<file path="src/rtl/swap_addr_pkg.sv">
package swap_addr_pkg;
  typedef enum logic {
    PH_FETCH = 1'b0,
    PH_DATA  = 1'b1
  } phase_e;
endpackage

</file>
<file path="src/rtl/swap_incr.sv">
module swap_incr #(
  parameter int unsigned W = 8
) (
  input  logic [W-1:0] a_i,
  input  logic         inc_i,
  output logic [W-1:0] y_o
);
  localparam logic [W-1:0] ONE = W'(1);

  always_comb y_o = inc_i ? a_i + ONE : a_i;
endmodule

</file>
<file path="src/rtl/swap_phase_seq.sv">
module swap_phase_seq
  import swap_addr_pkg::*;
(
  input  logic   clk_i,
  input  logic   rst_ni,
  input  logic   swap_i,
  output phase_e phase_o,
  output logic   load_ok_o
);
  phase_e phase_q;

  always_ff @(posedge clk_i or negedge rst_ni) begin
    if (!rst_ni)     phase_q <= PH_FETCH;
    else if (swap_i) phase_q <= (phase_q == PH_FETCH) ? PH_DATA : PH_FETCH;
  end

  assign phase_o   = phase_q;
  // operand load may only overwrite the data pointer, never the fetch address
  assign load_ok_o = (phase_q == PH_DATA);
endmodule

</file>
<file path="src/rtl/swap_reg_pair.sv">
module swap_reg_pair #(
  parameter int unsigned W = 8
) (
  input  logic         clk_i,
  input  logic         rst_ni,
  input  logic         swap_i,
  input  logic         load_i,
  input  logic [W-1:0] load_addr_i,
  input  logic [W-1:0] sum_i,
  output logic [W-1:0] back_o,
  output logic [W-1:0] front_o
);
  logic [W-1:0] back_q, front_q;

  always_ff @(posedge clk_i or negedge rst_ni) begin
    if (!rst_ni) begin
      back_q  <= '0;
      front_q <= '0;
    end else if (swap_i) begin
      front_q <= sum_i;
      back_q  <= front_q;
    end else if (load_i) begin
      front_q <= load_addr_i;
    end
  end

  assign back_o  = back_q;
  assign front_o = front_q;
endmodule

</file>
<file path="src/rtl/addr_swap_path.sv">
module addr_swap_path
  import swap_addr_pkg::*;
#(
  parameter int unsigned ADDR_W = 8
) (
  input  logic              clk_i,
  input  logic              rst_ni,
  input  logic              swap_i,
  input  logic              inc_sel_i,
  input  logic              load_i,
  input  logic [ADDR_W-1:0] load_addr_i,
  output logic [ADDR_W-1:0] mem_addr_o,
  output logic              phase_o
);
  phase_e            phase;
  logic              load_ok;
  logic [ADDR_W-1:0] back_q, front_q, sum;

  swap_phase_seq u_seq (
    .clk_i     (clk_i),
    .rst_ni    (rst_ni),
    .swap_i    (swap_i),
    .phase_o   (phase),
    .load_ok_o (load_ok)
  );

  // the only arithmetic: back register through +0/+1 on its way to the front
  swap_incr #(.W(ADDR_W)) u_inc (
    .a_i   (back_q),
    .inc_i (inc_sel_i),
    .y_o   (sum)
  );

  swap_reg_pair #(.W(ADDR_W)) u_regs (
    .clk_i       (clk_i),
    .rst_ni      (rst_ni),
    .swap_i      (swap_i),
    .load_i      (load_i & load_ok),
    .load_addr_i (load_addr_i),
    .sum_i       (sum),
    .back_o      (back_q),
    .front_o     (front_q)
  );

  assign mem_addr_o = front_q;
  assign phase_o    = phase;
endmodule

</file>
<file path="config.mk">
export PLATFORM = sky130hd
export DESIGN_NAME = addr_swap_path
export DESIGN_NICKNAME = d
export VERILOG_FILES = /design/src/rtl/swap_addr_pkg.sv /design/src/rtl/swap_incr.sv /design/src/rtl/swap_phase_seq.sv /design/src/rtl/swap_reg_pair.sv /design/src/rtl/addr_swap_path.sv
export SDC_FILE = /design/constraint.sdc
export NUM_CORES = 1
export LEC_CHECK = 0
export BUFFER_PORTS_ARGS = -buffer_cell sky130_fd_sc_hd__buf_2
export CAP_MARGIN = 20
export CORE_ASPECT_RATIO = 1.25
export CORE_MARGIN = 2
export CORE_UTILIZATION = 50
export DETAILED_ROUTE_END_ITERATION = 7
export MAX_ROUTING_LAYER = met4
export PLACE_DENSITY = 0.85
export SYNTH_ARGS = -nofsm -noshare
export SYNTH_HDL_FRONTEND = slang
export SYNTH_SLANG_ARGS = --single-unit
</file>
<file path="constraint.sdc">
create_clock -name clk_i -period 2.9 [get_ports clk_i]
set_input_delay 0.29 -clock clk_i [delete_from_list [all_inputs] [get_ports clk_i]]
set_output_delay 0.29 -clock clk_i [all_outputs]
set_load 0.03 [all_outputs]
</file>
# After elaboration in Yosys (flattened, before gate mapping)
# Cells that the tools add are included.
# totals
out_inout_bits,9
wordCells,10
inputBits,13
ff_bits,17
# classes
n_bitwise,1
n_addsub,1
reduce_logical,1
mux,4
# op_table
op,n
two-way mux 8 bit,3
adder 8 x 1 -> 8 bit (second input constant),1
nonzero test 2 bit,1
AND 1 bit,1
two-way mux 1 bit,1

# Depth between registers and ports, before layout
# Gate-level depths: netlist (run 1).
# depth
depth_word,3
depth_mapped,5
depth_no_buf,4

# Modules after synthesis
# From an unflattened synthesis (run 1), not the netlist that was laid out.
# unflattened
cells_unflattened,74
hier_area_um2,883.3
# by_module_without_submodules
mod,cells_per_inst,instances,seq_area_each_um2,area_each_um2
swap_reg_pair,52,1,400.4,694.4
swap_incr,18,1,0.0,141.4
swap_phase_seq,3,1,25.0,41.3
addr_swap_path,1,1,0.0,6.3

# Least setup slack after synthesis (run 1)
# No wires, ideal clock.
# synth_path
path_type,register -> register
from,"register u_seq.phase_q, in the netlist u_seq.load_ok_o"
to,"register u_regs.front_q[5], in the netlist u_regs.front_o[5]"
arrival_time_ns,1.235
required_ns,2.806
path_stages_with_launch,5
setup_slack_ns,1.571
synth_period_minus_slack_ns,1.329
n_path_buf,1
path_cell_list,dfrtp_1 -> clkbuf_1 -> nand2_2 -> mux2i_1 -> a211oi_1
# synth_between
elab_chain_cells,2
# synth_lines
item,line,source
from (decl),swap_phase_seq.sv:10,phase_e phase_q;
from (signal assigned),swap_phase_seq.sv:14,else if (swap_i) phase_q <= (phase_q == PH_FETCH) ? PH_DATA : PH_FETCH;
AND 1 bit,addr_swap_path.sv:38,".load_i (load_i & load_ok),"
nonzero test 2 bit (no source line),n/a,
to (signal assigned),swap_reg_pair.sv:20,front_q <= sum_i;
to (signal assigned),swap_reg_pair.sv:23,front_q <= load_addr_i;
to (decl),swap_reg_pair.sv:13,"logic [W-1:0] back_q, front_q;"
# Every way passes these cells.
# A chain may end at the register's enable or synchronous reset.

# Final worst setup path (run 1)
# layout_path
from,"register u_regs.back_q[0], in the netlist u_regs.back_o[0]"
to,"register u_regs.front_q[6], in the netlist u_regs.front_o[6]"
# layout_between
elab_chain_cells,3
# layout_lines
item,line,source
from (decl),swap_reg_pair.sv:13,
from (signal assigned),swap_reg_pair.sv:21,back_q <= front_q;
adder 8 x 1 -> 8 bit,swap_incr.sv:10,always_comb y_o = inc_i ? a_i + ONE : a_i;
two-way mux 8 bit,swap_incr.sv:10,
two-way mux 8 bit,swap_reg_pair.sv:19,end else if (swap_i) begin
# Every way passes these cells.

==> metrics, run 1 <==
Synth Area in XOR/XNOR=5.07%; Synthesized Nets=92; CP endpoint kind=flop; nets=113; Gate Count Post-Synth=78; DRT Pass-1 Iters=4; Worst Hold Path EP=u_regs.front_o[0]$_DFFE_PN0P_; syn_area_per_cell=11.1 sq um; CP Data Required Time=3.11 ns; worst reg2reg path endpoint=u_regs.front_o[6]$_DFFE_PN0P_; GRT overflow=0; Pleak=0.452 nW; Area growth, synth to finish=15.6%; register area share after synthesis=49.2%; post-synthesis compound-gate area fraction=12.6%; Synth Area in Simple Gates=14.0%; hold_sp=load_addr_i[0]; DRC Markers=0; Fin Setup TNS=0 ns; synthesized area=865 sq um; routed vias/inst=5.96; Crit Path Class=flop to flop; Initial Util=54.0%; worst r2r src=u_regs.back_o[0]$_DFFE_PN0P_; critical path launch point type=flop; post_cts resized=0; Synthesis Warnings=0; pwr dens=1040 mW/mm^2; Inserted Clock Buffers=3; # diodes=0; Seq. cell area=425 sq um; Worst-Skew Late Latency=0.29 ns; HP Class=primary input to flop; largest family of logic cells by synthesized area=simple AND/OR/NAND/NOR gates; R2R depth=4; Port Buffers=21; Antenna Nets Post-Route=0; via count=691; Slew @ Worst Pin=0.458 ns; Fin. Hold Viols=0; FP Rows=16; Slew Viols, Final=0; R2R setup slack=1.54 ns; VDD IR max=599 uV; RSZ-0062 raised after global routing=no; fin crit share=46.7%; # setup viols final=0; CTS tree=done; initial antenna violation count=0; number of global-route vias before repair=683; CP Max Fanout=5; multi-input logic area=407 sq um; global-route wire length before repair=2870 microns; dpl hpwl=1260 microns; H-Tree Level Count=1; minimum clock period=1.36 ns; Max Root-Sink Buffers=2; All-Layer GR Usage=21.0%; Root Driver=clkbuf_4; final hold slack=0.294 ns; mux cell area share after synthesis=13.9%; CORE AREA=0.00160 sq mm; max_slew headroom=69.4%; # fillers=140; clk slew on worst S/H paths=0.09 ns; outcome=finished clean; Fmax=738 MHz; Detailed Route Iter0 Violations=7; largest net degree at the start of global routing=26; Die Y=50.5 microns; #FFs+latches synth=17; GPL Wtd Cong=0.730; layout cells sized above 1=35.7%; CTS Sinks=17; Top Ports=22; crit path DAT=1.57 ns; max-cap viol count=0; total die area=0.00208 sq mm; Hold Path Stages=3; wire per inst=14.7 microns; die span in x=41.2 microns; number of distinct library cells after synthesis=24; adder-cell area share of the yosys netlist=1.45%; routed wire length=1710 microns; Clock Skew=0.00306 ns
==> worst max-delay path by stage <==
stage                            startpoint                       endpoint  slack (ns)  cells after the start
2_1_floorplan   u_seq.load_ok_o$_DFFE_PN0P_  u_regs.front_o[5]$_DFFE_PN0P_        1.57                      4
3_3_place_gp   u_regs.back_o[0]$_DFFE_PN0P_  u_regs.front_o[6]$_DFFE_PN0P_        1.63                      4
3_5_place_dp   u_regs.back_o[0]$_DFFE_PN0P_  u_regs.front_o[6]$_DFFE_PN0P_        1.57                      4
4_1_cts        u_regs.back_o[0]$_DFFE_PN0P_  u_regs.front_o[6]$_DFFE_PN0P_        1.54                      4
5_1_grt        u_regs.back_o[0]$_DFFE_PN0P_  u_regs.front_o[6]$_DFFE_PN0P_        1.45                      4
6_report       u_regs.back_o[0]$_DFFE_PN0P_  u_regs.front_o[6]$_DFFE_PN0P_        1.54                      4
==> per-layer routing <==
| layer | part of all wire (%) | wire length, microns | global-route usage [%] | vias to the layer above |
|---|---|---|---|---|
| li1 | - | - | - | 333 |
| met1 | 41 | 698 | 23.9 | 331 |
| met2 | 52 | 897 | 33.9 | 21 |
| met3 | 4.2 | 72 | 2.65 | 6 |
| met4 | 2.5 | 42 | 11.3 | 0 |
| met5 | 0 | 0 | - | - |
==> stage by stage <==
step	area (sq um)	cells	utilization, %	setup slack (ns)	power [mW]
floorplan	865	78	-	1.57	0.789
global placement	963	111	60.2	1.63	0.897
detailed placement	963	111	60.2	1.57	0.921
CTS	1000	116	62.4	1.54	1.05
global route	1000	116	62.4	1.45	1.11
finish	1000	116	62.4	1.54	1.04
==> flip-flops by register name, summed over array words and instances (netlist names) <==
signal and flops:
u_regs.back_o 8, u_regs.front_o 8, u_seq.load_ok_o 1
==> cells by family after synthesis <==
| kind of cell | Yosys count |
|---|---|
| AND/OR/NAND/NOR | 20 |
| AO/OA/AOI/OAI | 17 |
| flip-flops | 17 |
| multiplexers | 11 |
| buffers and inverters | 7 |
| XOR/XNOR | 5 |
| adder cells (fa/ha/maj) | 1 |
==> worst max-delay path: stages (launching register included) <==
cell	delay, ns
dfrtp_1	0.44
ha_1	0.22
nand3_1	0.10
or3_1	0.35
a31oi_1	0.18
==> cells in the mapped netlist <==
| cell | number | share of area, % |
|---|---|---|
| a311oi_1 | 1 | 1.0 |
| nand4_2 | 1 | 1.4 |
| a211oi_1 | 7 | 6.1 |
| mux2_2 | 8 | 10 |
| buf_2 | 4 | 2.3 |
| xor2_1 | 4 | 4.1 |
| and4_2 | 1 | 1.2 |
| nor3_1 | 1 | 0.58 |
| a31oi_1 | 2 | 1.4 |
| and3_1 | 6 | 4.3 |
| ha_1 | 1 | 1.4 |
| or3_1 | 2 | 1.4 |
| dfrtp_1 | 17 | 49 |
| xnor2_1 | 1 | 1.0 |
| inv_1 | 1 | 0.43 |
| mux2i_1 | 3 | 3.5 |
| nand2_2 | 1 | 0.72 |
| clkbuf_1 | 1 | 0.43 |
| nand3_1 | 2 | 1.2 |
| o21ai_0 | 3 | 1.7 |
| clkbuf_2 | 1 | 0.58 |
| a21oi_1 | 4 | 2.3 |
| nand2_1 | 4 | 1.7 |
| nand4_1 | 2 | 1.4 |
==> final cells by class <==
class | instances | area share, %
Timing Repair Buffer | 22 | 11.5
Sequential cell | 17 | 42.6
Inverter | 1 | 0.375
Tap cell | 18 | 2.25
Clock buffer | 4 | 2.63
Multi-Input combinational cell | 54 | 40.7
==> what timing repair did <==
| action | in CTS | in global routing |
|---|---|---|
| hold buffers | 1 | 0 |
| endpoints found under the hold margin | 17 | 0 |
| setup buffers | 0 | 0 |
==> where the power goes <==
group / internal, mW / switching (mW)
Clock: 0.0535 / 0.0695
Sequential: 0.349 / 0.133
Combinational: 0.179 / 0.255
Total: 0.582 / 0.458
==> cells in the final DEF (no fill, tap or decap) <==
master,instances
clkbuf_1,1
inv_1,1
mux2_2,8
buf_2,21
nor3_1,1
dlygate4sd3_1,1
a31oi_1,2
a21oi_1,4
or3_1,2
and3_1,6
nand2_2,1
and4_2,1
a211oi_1,7
mux2i_1,3
xor2_1,4
nand4_2,1
a311oi_1,1
dfrtp_1,17
ha_1,1
xnor2_1,1
nand3_1,2
nand2_1,4
nand4_1,2
clkbuf_4,3
o21ai_0,3
No activity file was read; power rests on OpenSTA's default activity.
==> run 2, diff against run 1 <==
Settings changed: ABC_AREA set to 1, CORE_UTILIZATION 50 to 45, PLACE_DENSITY 0.85 to 0.81.
Clock period 2.9 ns to 1.23 ns, I/O delays scaled along.
==> run 2 against run 1 <==
Net effect:
- the flow now finishes with violations (setup timing)
- worst setup slack lost 1.6 ns
- clock power is 150% higher
- die area increased by 11%
- sequential power up 73%
- critical path depth rose by 1
- final cell count increased by 41%
- largest power group unchanged
==> metrics, run 2 <==
Port Buffers=21 (unchanged); #FFs+latches synth=17 (unchanged); kind of cell adding the most delay to the critical path=flip-flops (was simple AND/OR/NAND/NOR gates); most frequent cells in the layout=38 x nand2_1, 21 x buf_2, 16 x dfrtp_1, 14 x o21ai_0, 12 x inv_1 (was 21 x buf_2, 17 x dfrtp_1, 8 x mux2_2, 7 x a211oi_1, 6 x and3_1); Fmax=779 MHz (was 738 MHz); CTS Sinks=17 (unchanged); Initial Util=48.7% (was 54.0%); clk slew on worst S/H paths=0.10 ns (was 0.09 ns); # fillers=150 (was 140); layout cells sized above 1=28.5% (was 35.7%); VDD IR max=934 uV (was 599 uV); H-Tree Level Count=1 (unchanged); Area growth, synth to finish=29.9% (was 15.6%); Final Power=1.88 mW (was 1.04 mW); GRT overflow=0 (unchanged); post-synthesis async set-or-reset flop share=100% (unchanged); minimum clock period=1.28 ns (was 1.36 ns); Worst-Skew Late Latency=0.29 ns (about the same); outcome=finished, violations left (was finished clean); nets=159 (was 113); CP endpoint kind=flop (unchanged); most common cell after layout, fill and taps aside=nand2_1 (was buf_2); hold_sp=load_addr_i[4] (was load_addr_i[0]); worst r2r src=u_regs.back_o[1]$_DFFE_PN0P_ (was u_regs.back_o[0]$_DFFE_PN0P_); pwr dens=1660 mW/mm^2 (was 1040 mW/mm^2); design area=0.00113 sq mm (was 1000 sq um); Slew @ Worst Pin=0.390 ns (was 0.458 ns); fin crit share=104% (was 46.7%); Inserted Clock Buffers=3 (unchanged); wire per inst=13.1 microns (was 14.7 microns); Critical Path Max Stage Delay=0.43 ns (was 0.44 ns); Final WS setup=-0.0536 ns (was 1.54 ns); Slew Viols, Final=0 (unchanged); Root Driver=clkbuf_4 (unchanged); dpl ws=-0.0162 ns (was 1.57 ns); CP startpoint=u_regs.back_o[1]$_DFFE_PN0P_ (was u_regs.back_o[0]$_DFFE_PN0P_); Top Ports=22 (unchanged); initial antenna violation count=0 (unchanged); Clock Skew=0.00349 ns (was 0.00306 ns); Worst Path Buf+Inv=0 (unchanged); Worst path slowest cell=dfrtp_1 (unchanged); max_slew headroom=74.0% (was 69.4%); synth top area cells=dfrtp_1 49%, nand2_1 17%, o21ai_0 8.6% (was dfrtp_1 49%, mux2_2 10%, a211oi_1 6.1%); RSZ-0062 raised after global routing=yes (was no); most area-hungry cell type in the Yosys netlist=dfrtp_1 (unchanged); number of global-route vias before repair=830 (was 683); dpl hpwl=1410 microns (was 1260 microns); die span in x=43.3 microns (was 41.2 microns); Fin. Hold Viols=0 (unchanged); # diodes=0 (unchanged); largest net degree at the start of global routing=22 (was 26); GPL Wtd Cong=0.794 (was 0.730); # setup viols final=1 (was 0); most numerous cell in the Yosys netlist=nand2_1 (was dfrtp_1); CP Data Required Time=1.45 ns (was 3.11 ns); DRT Pass-1 Iters=4 (unchanged); Synthesis Warnings=0 (unchanged); HP Class=primary input to flop (unchanged); Antenna Nets Post-Route=0 (unchanged); Post-Place Cell Area=0.00102 sq mm (was 963 sq um); number of distinct library cells after synthesis=16 (was 24); Top FF cell, synth=dfrtp_1 (unchanged); critical path launch point type=flop (unchanged); Post-synth EDFFs=0 (unchanged); Fin Setup TNS=-0.0536 ns (was 0 ns); DRC Markers=0 (unchanged); Synth top cells by count=40 x nand2_1, 17 x dfrtp_1, 15 x o21ai_0 (was 17 x dfrtp_1, 8 x mux2_2, 7 x a211oi_1); syn_area_per_cell=7.63 sq um (was 11.1 sq um); routed wire length=2140 microns (was 1710 microns); share of the synthesized area in the top cell type=48.9% (was 49.2%); total die area=0.00230 sq mm (was 0.00208 sq mm); Gate Count Post-Synth=114 (was 78); via count=853 (was 691); Crit Path Class=flop to flop (unchanged); Die Y=53.2 microns (was 50.5 microns); CP Max Fanout=3 (was 5); max-cap viol count=0 (unchanged); synthesized area=870 sq um (was 865 sq um); CORE AREA=0.00179 sq mm (was 0.00160 sq mm); FP Rows=17 (was 16); register area share after synthesis=48.9% (was 49.2%); Max Root-Sink Buffers=2 (unchanged); failing checks=setup timing; All-Layer GR Usage=21.1% (was 21.0%); CTS tree=done (unchanged); CP Cell Sequence=ha_4 > nand3_4 > o21ai_0 > nand2_1 > a31oi_1 (was ha_1 > nand3_1 > or3_1 > a31oi_1); Detailed Route Iter0 Violations=19 (was 7); global-route wire length before repair=3500 microns (was 2870 microns); crit path DAT=1.50 ns (was 1.57 ns); Synthesized Nets=128 (was 92); Pleak=0.585 nW (was 0.452 nW); routed vias/inst=5.23 (was 5.96); final core utilization=63.2% (was 62.4%)
run 2: cell types whose count changed in the layout (fill, tap and decap cells not counted), moves of 3 or more:
cell / previous run / this run
buf_4: 0 / 5
and3_1: 6 / 0
nor2_1: 0 / 5
inv_1: 1 / 12
nand3_1: 2 / 7
nand2_1: 4 / 38
a211oi_1: 7 / 0
o21ai_0: 3 / 14
mux2i_1: 3 / 0
mux2_2: 8 / 0
run 2: logic make-up after synthesis:
family | count (synthesis) | share of synthesized area (%)
AND/OR/NAND/NOR | 57 | 27.3
AO/OA/AOI/OAI | 21 | 12.5
flip-flops | 17 | 48.9
buffers and inverters | 15 | 6.76
XOR/XNOR | 3 | 3.02
adder cells (fa/ha/maj) | 1 | 1.44
run 2: worst register-to-register path: stages (launching register included):
cell and delay [ns]:
dfrtp_1 0.43, ha_4 0.17, nand3_4 0.09, o21ai_0 0.27, nand2_1 0.11, a31oi_1 0.14
run 2: worst paths after layout:
kind	end	cells after the start	slack, ns
setup / recovery	u_regs.front_o[4]$_DFFE_PN0P_	5	-0.05
hold / removal	u_regs.front_o[4]$_DFFE_PN0P_	3	0.09
setup reg to reg	u_regs.front_o[4]$_DFFE_PN0P_	5	-0.05
hold reg to reg	u_regs.front_o[7]$_DFFE_PN0P_	2	0.51
max in group asynchronous	u_seq.load_ok_o$_DFFE_PN0P_	2	0.66
min in group asynchronous	u_regs.front_o[3]$_DFFE_PN0P_	2	0.27
run 2: routing by layer:
| layer | wire length [microns] | GRT usage [%] |
|---|---|---|
| met1 | 804 | 22.7 |
| met2 | 1160 | 38.8 |
| met3 | 109 | 2.39 |
| met4 | 65 | 9.09 |
| met5 | 0 | - |
run 2: power breakdown:
part           leakage (nW)  internal, mW  switching (mW)
combinational         0.366         0.270           0.466
sequential            0.204         0.702           0.134
clock                0.0150         0.126           0.180
run 2: stage by stage:
step                hold slack [ns]  instances
global route                  0.125        163
floorplan                    -0.173        114
global placement             0.0609        156
detailed placement           0.0688        156
CTS                          0.0818        162
finish                       0.0931        163
run 2: layout make-up:
type / instances / area (sq um) / share of cell area, %
multi-input combinational: 82 / 433 / 38.3
sequential: 17 / 427 / 37.8
timing repair buffer: 29 / 175 / 15.5
inverter: 12 / 45.0 / 3.99
clock buffer: 4 / 26.3 / 2.33
tap: 19 / 23.8 / 2.10
run 2: what timing repair did:
item | CTS | global route
endpoints found under the setup margin | 1 | 4
pin swaps | 3 | 7
buffers inserted | 1 | 1
hold buffers | 1 | 0
resized for setup | 5 | 8
hold endpoints to repair | 17 | 0
